==> config.mk <==
export PLATFORM = sky130hd
export DESIGN_NAME = pred_branch_eval
export DESIGN_NICKNAME = d
export VERILOG_FILES = /design/src/rtl/pbe_pkg.sv /design/src/rtl/pbe_src_pick.sv /design/src/rtl/pbe_reduce.sv /design/src/rtl/pbe_combine.sv /design/src/rtl/pred_branch_eval.sv
export SDC_FILE = /design/constraint.sdc
export NUM_CORES = 1
export LEC_CHECK = 0
export CELL_PAD_IN_SITES_DETAIL_PLACEMENT = 0
export CELL_PAD_IN_SITES_GLOBAL_PLACEMENT = 1
export CORE_MARGIN = 2
export CORE_UTILIZATION = 35
export DETAILED_ROUTE_END_ITERATION = 8
export DONT_BUFFER_PORTS = 1
export GPL_TIMING_DRIVEN = 0
export PLACE_DENSITY_LB_ADDON = 0.08
export SLEW_MARGIN = 40
export SYNTH_ARGS = -nofsm -noshare
export SYNTH_HDL_FRONTEND = slang
export SYNTH_SLANG_ARGS = --single-unit
==> constraint.sdc <==
create_clock -name clk -period 5.55 [get_ports clk]
set_input_delay 1.665 -clock clk [delete_from_list [all_inputs] [get_ports clk]]
set_output_delay 1.665 -clock clk [all_outputs]
set_load 0.01 [all_outputs]
==> src/rtl/pbe_pkg.sv <==
// Package: shared kind codes and sizing constants for the predicate
// branch condition evaluator. Assumes four predicate components per fiber.
package pbe_pkg;
    localparam int PRED_COMPS = 4;
    localparam int SEL_W      = $clog2(PRED_COMPS);

    typedef enum logic [2:0] {
        BK_SINGLE   = 3'b000,
        BK_OR2      = 3'b001,
        BK_AND2     = 3'b010,
        BK_INDEXED  = 3'b011,
        BK_ANY      = 3'b100,
        BK_ALL      = 3'b101,
        BK_INDIRECT = 3'b110,
        BK_RSVD     = 3'b111
    } br_kind_e;
endpackage

==> src/rtl/pbe_src_pick.sv <==
// Module: per-fiber condition source. For each fiber, selects one predicate
// component and applies the optional inversion. Pure combinational logic.
// Assumes the components of fiber f occupy bits [f*COMPS +: COMPS].
module pbe_src_pick #(
    parameter int NUM_FIBERS = 8,
    parameter int COMPS      = 4,
    localparam int SEL_W     = $clog2(COMPS)
) (
    input  logic [NUM_FIBERS*COMPS-1:0] pred_bits,
    input  logic [SEL_W-1:0]            sel,
    input  logic                        inv,
    output logic [NUM_FIBERS-1:0]       cond
);
    genvar f;
    generate
        for (f = 0; f < NUM_FIBERS; f++) begin : g_fiber
            logic [COMPS-1:0] comps;
            // Slice out this fiber's components.
            assign comps   = pred_bits[f*COMPS +: COMPS];
            // Pick the selected component and apply the inversion.
            assign cond[f] = comps[sel] ^ inv;
        end
    endgenerate
endmodule

==> src/rtl/pbe_reduce.sv <==
// Module: cross-fiber reduction over the active fibers. any_hit is set when
// some active fiber holds a true condition. all_hit is set when every active
// fiber does and at least one fiber is active. Combinational.
module pbe_reduce #(
    parameter int NUM_FIBERS = 8
) (
    input  logic [NUM_FIBERS-1:0] cond,
    input  logic [NUM_FIBERS-1:0] active,
    output logic                  any_hit,
    output logic                  all_hit
);
    logic some_active;

    // Form the reductions; inactive lanes are forced neutral for each.
    always_comb begin
        some_active = |active;
        any_hit     = |(cond & active);
        all_hit     = some_active && (&(cond | ~active));
    end
endmodule

==> src/rtl/pbe_combine.sv <==
// Module: turns the source conditions and reductions into the next taken
// mask, uniform flag and illegal flag according to the branch kind.
// Combinational. Assumes cond inputs are already per-fiber booleans.
module pbe_combine
    import pbe_pkg::*;
#(
    parameter int NUM_FIBERS = 8
) (
    input  br_kind_e              kind,
    input  logic [NUM_FIBERS-1:0] cond_a,
    input  logic [NUM_FIBERS-1:0] cond_b,
    input  logic [NUM_FIBERS-1:0] active,
    input  logic                  any_hit,
    input  logic                  all_hit,
    output logic [NUM_FIBERS-1:0] mask_nxt,
    output logic                  uniform_nxt,
    output logic                  illegal_nxt
);
    logic [NUM_FIBERS-1:0] raw;

    // Choose the raw per-fiber result and the flags for the given kind.
    always_comb begin
        raw         = '0;
        uniform_nxt = 1'b0;
        illegal_nxt = 1'b0;
        unique case (kind)
            BK_SINGLE:   raw = cond_a;
            BK_OR2:      raw = cond_a | cond_b;
            BK_AND2:     raw = cond_a & cond_b;
            BK_INDEXED,
            BK_INDIRECT: raw = '1;
            BK_ANY: begin
                uniform_nxt = any_hit;
                raw         = {NUM_FIBERS{any_hit}};
            end
            BK_ALL: begin
                uniform_nxt = all_hit;
                raw         = {NUM_FIBERS{all_hit}};
            end
            default:     illegal_nxt = 1'b1;
        endcase
    end

    // Only active fibers may ever be reported as taken.
    assign mask_nxt = raw & active;
endmodule

==> src/rtl/pred_branch_eval.sv <==
// Module: top of the predicate branch condition evaluator. Builds two
// condition sources, reduces source A across active fibers, combines by
// branch kind and registers the result (one cycle latency).
// Assumes synchronous active-low reset; idle cycles clear the outputs.
module pred_branch_eval
    import pbe_pkg::*;
#(
    parameter int NUM_FIBERS = 8,
    localparam int PRED_W    = NUM_FIBERS * PRED_COMPS
) (
    input  logic                  clk,
    input  logic                  rst_n,
    input  logic                  in_valid,
    input  logic [2:0]            br_kind,
    input  logic [SEL_W-1:0]      src_a_sel,
    input  logic                  src_a_inv,
    input  logic [SEL_W-1:0]      src_b_sel,
    input  logic                  src_b_inv,
    input  logic [PRED_W-1:0]     pred_bits,
    input  logic [NUM_FIBERS-1:0] active_mask,
    output logic                  out_valid,
    output logic [NUM_FIBERS-1:0] taken_mask,
    output logic                  uniform_taken,
    output logic                  illegal_type
);
    logic [NUM_FIBERS-1:0] cond_a;
    logic [NUM_FIBERS-1:0] cond_b;
    logic                  any_hit;
    logic                  all_hit;
    logic [NUM_FIBERS-1:0] mask_nxt;
    logic                  uniform_nxt;
    logic                  illegal_nxt;
    br_kind_e              kind;

    // Interpret the raw code as a branch kind.
    assign kind = br_kind_e'(br_kind);

    pbe_src_pick #(.NUM_FIBERS(NUM_FIBERS), .COMPS(PRED_COMPS)) u_src_a (
        .pred_bits (pred_bits),
        .sel       (src_a_sel),
        .inv       (src_a_inv),
        .cond      (cond_a)
    );

    pbe_src_pick #(.NUM_FIBERS(NUM_FIBERS), .COMPS(PRED_COMPS)) u_src_b (
        .pred_bits (pred_bits),
        .sel       (src_b_sel),
        .inv       (src_b_inv),
        .cond      (cond_b)
    );

    pbe_reduce #(.NUM_FIBERS(NUM_FIBERS)) u_reduce (
        .cond    (cond_a),
        .active  (active_mask),
        .any_hit (any_hit),
        .all_hit (all_hit)
    );

    pbe_combine #(.NUM_FIBERS(NUM_FIBERS)) u_combine (
        .kind        (kind),
        .cond_a      (cond_a),
        .cond_b      (cond_b),
        .active      (active_mask),
        .any_hit     (any_hit),
        .all_hit     (all_hit),
        .mask_nxt    (mask_nxt),
        .uniform_nxt (uniform_nxt),
        .illegal_nxt (illegal_nxt)
    );

    // Output register: capture a valid result, clear on reset or idle.
    always_ff @(posedge clk) begin
        if (!rst_n || !in_valid) begin
            out_valid     <= 1'b0;
            taken_mask    <= '0;
            uniform_taken <= 1'b0;
            illegal_type  <= 1'b0;
        end else begin
            out_valid     <= 1'b1;
            taken_mask    <= mask_nxt;
            uniform_taken <= uniform_nxt;
            illegal_type  <= illegal_nxt;
        end
    end
endmodule

==> load_flow_metrics.sql <==
INSERT INTO impl_metrics (metric_group, metric, value, unit) VALUES
('finish', 'layout.core_utilization', '38.6', '%'),
('clocking', 'cts_inserted_buffers', '3', ''),
('global_route', 'grt_pass1_vias', '1227', ''),
('global_route', 'grt_busiest_layer', 'met2', ''),
('route', 'firstDrtPassIters', '4', ''),
('sta', 'drv_slew', '0', ''),
('synth', 'synth_cells', '156', ''),
('sta', 'achievable_clock_frequency', '0.266', 'GHz'),
('clocking', 'cts_tree', 'built', ''),
('clocking', 'cts_htree_levels', '1', ''),
('finish', 'stdcell_area', '0.00153', 'mm2'),
('clocking', 'setup_repair_bufs_after_cts', '0', ''),
('synth', 'syn_area_per_cell', '9.14', 'um2'),
('global_route', 'total_grt_usage', '17.1', '%'),
('pwr', 'ir_worst_vdd', '0.0588', 'mV'),
('sta', 'fin_tns_setup', '0', 'ps'),
('setup_path', 'crit_arrival', '3840', 'ps'),
('clocking', 'cts.path.max_buffers', '2', ''),
('place', 'placedInstanceArea', '0.00149', 'mm2'),
('finish', 'final_cell_mix', 'xnor2_1, nand2_1, inv_1, mux4_2', ''),
('synth', 'syn-num-nets', '208', ''),
('global_route', 'grt_first_pass_wirelength', '6000', 'um'),
('pwr', 'powerDensity', '175', 'mW/mm2'),
('synth', 'synth_seq_area_share', '15.4', '%'),
('setup_path', 'critical_path.endpoint_type', 'register', ''),
('floorplan', 'placementRows', '23', ''),
('setup_path', 'kind_of_start_point_of_the_critical_path', 'input pin', ''),
('pwr', 'leakage', '0.000536', 'uW'),
('finish', 'n_fill_cell', '412', ''),
('synth', 'synth_ff_type', 'dfxtp_1', ''),
('synth', 'yosysWarnings', '0', ''),
('sta', 'worstMarginPinSlew', '747', 'ps'),
('floorplan', 'core', '0.00397', 'mm2'),
('place', 'numPortBuffers', '0', ''),
('synth', 'synthDistinctLibCells', '36', ''),
('global_route', 'largest_net_degree_at_the_start_of_global_routing', '11', ''),
('synth', 'synth_largest_area_cell', 'mux4_2', ''),
('route', 'vias_per_cell', '5.91', ''),
('sta', 'layout_worst_path_cycle_share', '67.6', '%'),
('floorplan', 'die-width', '67.8', 'um'),
('setup_path', 'critPathKind', 'in2reg', ''),
('finish', 'layout_commonest_cell', 'xnor2_1', ''),
('setup_path', 'critical_path_required', '5640', 'ps'),
('synth', 'ys_ff_latch', '11', ''),
('finish', 'area_growth', '7.54', '%'),
('finish', 'post_route_cells_drive_above_1_share', '13.8', '%'),
('hold_path', 'worst_hold_path_type', 'in2reg', ''),
('global_route', 'groute.layer.met2.usage', '26.3', '%'),
('sta', 'timing.final.setup_violations', '0', ''),
('outcome', 'outcome', 'complete, no violations', ''),
('clocking', 'cts.reportedPaths.clkPinSlew', '40', 'ps'),
('clocking', 'cts.sink_count', '11', ''),
('sta', 'slew-limit-headroom', '49.5', '%'),
('route', 'drtIter0Drc', '50', ''),
('global_route', 'grt_use_met1', '24.2', '%'),
('clocking', 'clock-root-buffer', 'clkbuf_8', ''),
('route', 'drcViolationCount', '0', ''),
('floorplan', 'design.portCount', '63', ''),
('flow_run', 'max_cap_violations', '0', ''),
('floorplan', 'die-height', '67.8', 'um'),
('route', 'post_detailed_route_wirelength_per_cell', '17.6', 'um'),
('clocking', 'cts_resized', '0', ''),
('setup_path', 'crit_path_max_fanout', '10', ''),
('floorplan', 'dieArea', '0.00460', 'mm2'),
('route', 'num_vias', '1241', ''),
('pwr', 'post-layout-total-power', '268', 'uW'),
('global_route', 'met3_usage', '2.14', '%'),
('clocking', 'hold_bufs_at_cts', '0', ''),
('global_route', 'overflow', '0', ''),
('route', 'route.antenna.remaining_nets', '0', ''),
('synth', 'count_of_flip_flops_with_a_built_in_enable_after_synthesis', '0', ''),
('finish', 'antenna-diode-count', '0', ''),
('finish', 'multi_input_comb_area', '0.00111', 'mm2'),
('synth', 'async_set_or_reset_register_ratio_after_synthesis', '0', '%'),
('route', 'drt_wl_total', '3700', 'um'),
('floorplan', 'initial_utilization', '35.9', '%'),
('place', 'detailed_place_hpwl', '3210', 'um'),
('synth', 'synth_area_leaders', 'mux4_2, dfxtp_1, xnor2_1', ''),
('global_route', 'antenna_found_initial', '0', ''),
('finish', 'ff_latch_area', '220', 'um2'),
('sta', 'finalWorstPathRequiredPeriod', '3750', 'ps'),
('place', 'place.gp.congestion', '0.832', ''),
('synth', 'synth.cell_area', '0.00143', 'mm2'),
('sta', 'grt_setup_unrepaired', 'false', ''),
('finish', 'final_nets', '213', ''),
('sta', 'timing.final.hold_violations', '0', ''),
('synth', 'yosysTopAreaCellShare', '18.9', '%');
[per-stage QoR]
stage	setup WS (ps)	std cells	hold slack (ps)
CTS	1780	210	1540
floorplan	1930	156	1780
global placement	1610	206	1790
finish	1800	210	1550
detailed placement	1530	206	1790
global route	1590	210	1560
[sequential cells by signal, summed over array words and instances (netlist names)]
name           count
illegal_type       1
out_valid          1
uniform_taken      1
taken_mask         8
[power by group]
group          leakage [uW]  internal (uW)  switching, uW
Combinational      0.000424           56.1           54.1
Sequential        0.0000895           82.1           2.14
Clock             0.0000228           49.9           24.2
[critical path, cell delays in order]
cell,delay (ps)
clkbuf_1,420
mux4_1,520
a221o_1,330
o21ai_0,70
nand4_1,210
a221oi_4,500
a21oi_1,130
[routing by layer]
layer  wire, um  part of all wire, %  vias to the layer above
met5          0                    0                        -
li1           -                    -                      596
met1       1620                   44                      585
met3        294                  8.0                        4
met2       1740                   47                       56
met4         48                  1.3                        0
[area by class of cell]
| class | instances | area share, % |
|---|---|---|
| Inverter | 12 | 2.94 |
| Sequential cell | 11 | 14.4 |
| Buffer | 11 | 3.43 |
| Clock buffer | 4 | 2.94 |
| Tap cell | 50 | 4.08 |
| Multi-Input combinational cell | 122 | 72.3 |
[cells in the mapped netlist, types with 2 or more instances]
| cell | instances |
|---|---|
| nor2_1 | 8 |
| dfxtp_1 | 11 |
| nand2b_1 | 8 |
| o21a_1 | 2 |
| clkbuf_1 | 5 |
| a211oi_1 | 2 |
| buf_1 | 2 |
| nand2_1 | 13 |
| mux2i_1 | 4 |
| buf_2 | 3 |
| xnor2_1 | 16 |
| a221o_1 | 5 |
| mux4_1 | 4 |
| o22ai_1 | 5 |
| xor2_1 | 2 |
| inv_1 | 12 |
| a21oi_1 | 11 |
| o21ai_0 | 8 |
| o21bai_1 | 2 |
| o2bb2ai_1 | 4 |
| nand3_1 | 2 |
| nor4_1 | 2 |
| mux4_2 | 12 |
[cell families after synthesis]
family / count (synthesis) / share of synthesized area (%)
multiplexers: 21 / 29.9
AND/OR/NAND/NOR: 39 / 14.5
AO/OA/AOI/OAI: 44 / 22.3
buffers and inverters: 23 / 6.84
flip-flops: 11 / 15.4
XOR/XNOR: 18 / 11.1
[path summary, 6_finish.rpt]
path                        from            end  slack, ps  depth (start not counted)
hold / removal    active_mask[3]  taken_mask[3]       1550                          2
setup / recovery    src_a_sel[1]  taken_mask[5]       1800                          7
(Power assumes the default switching activity.)
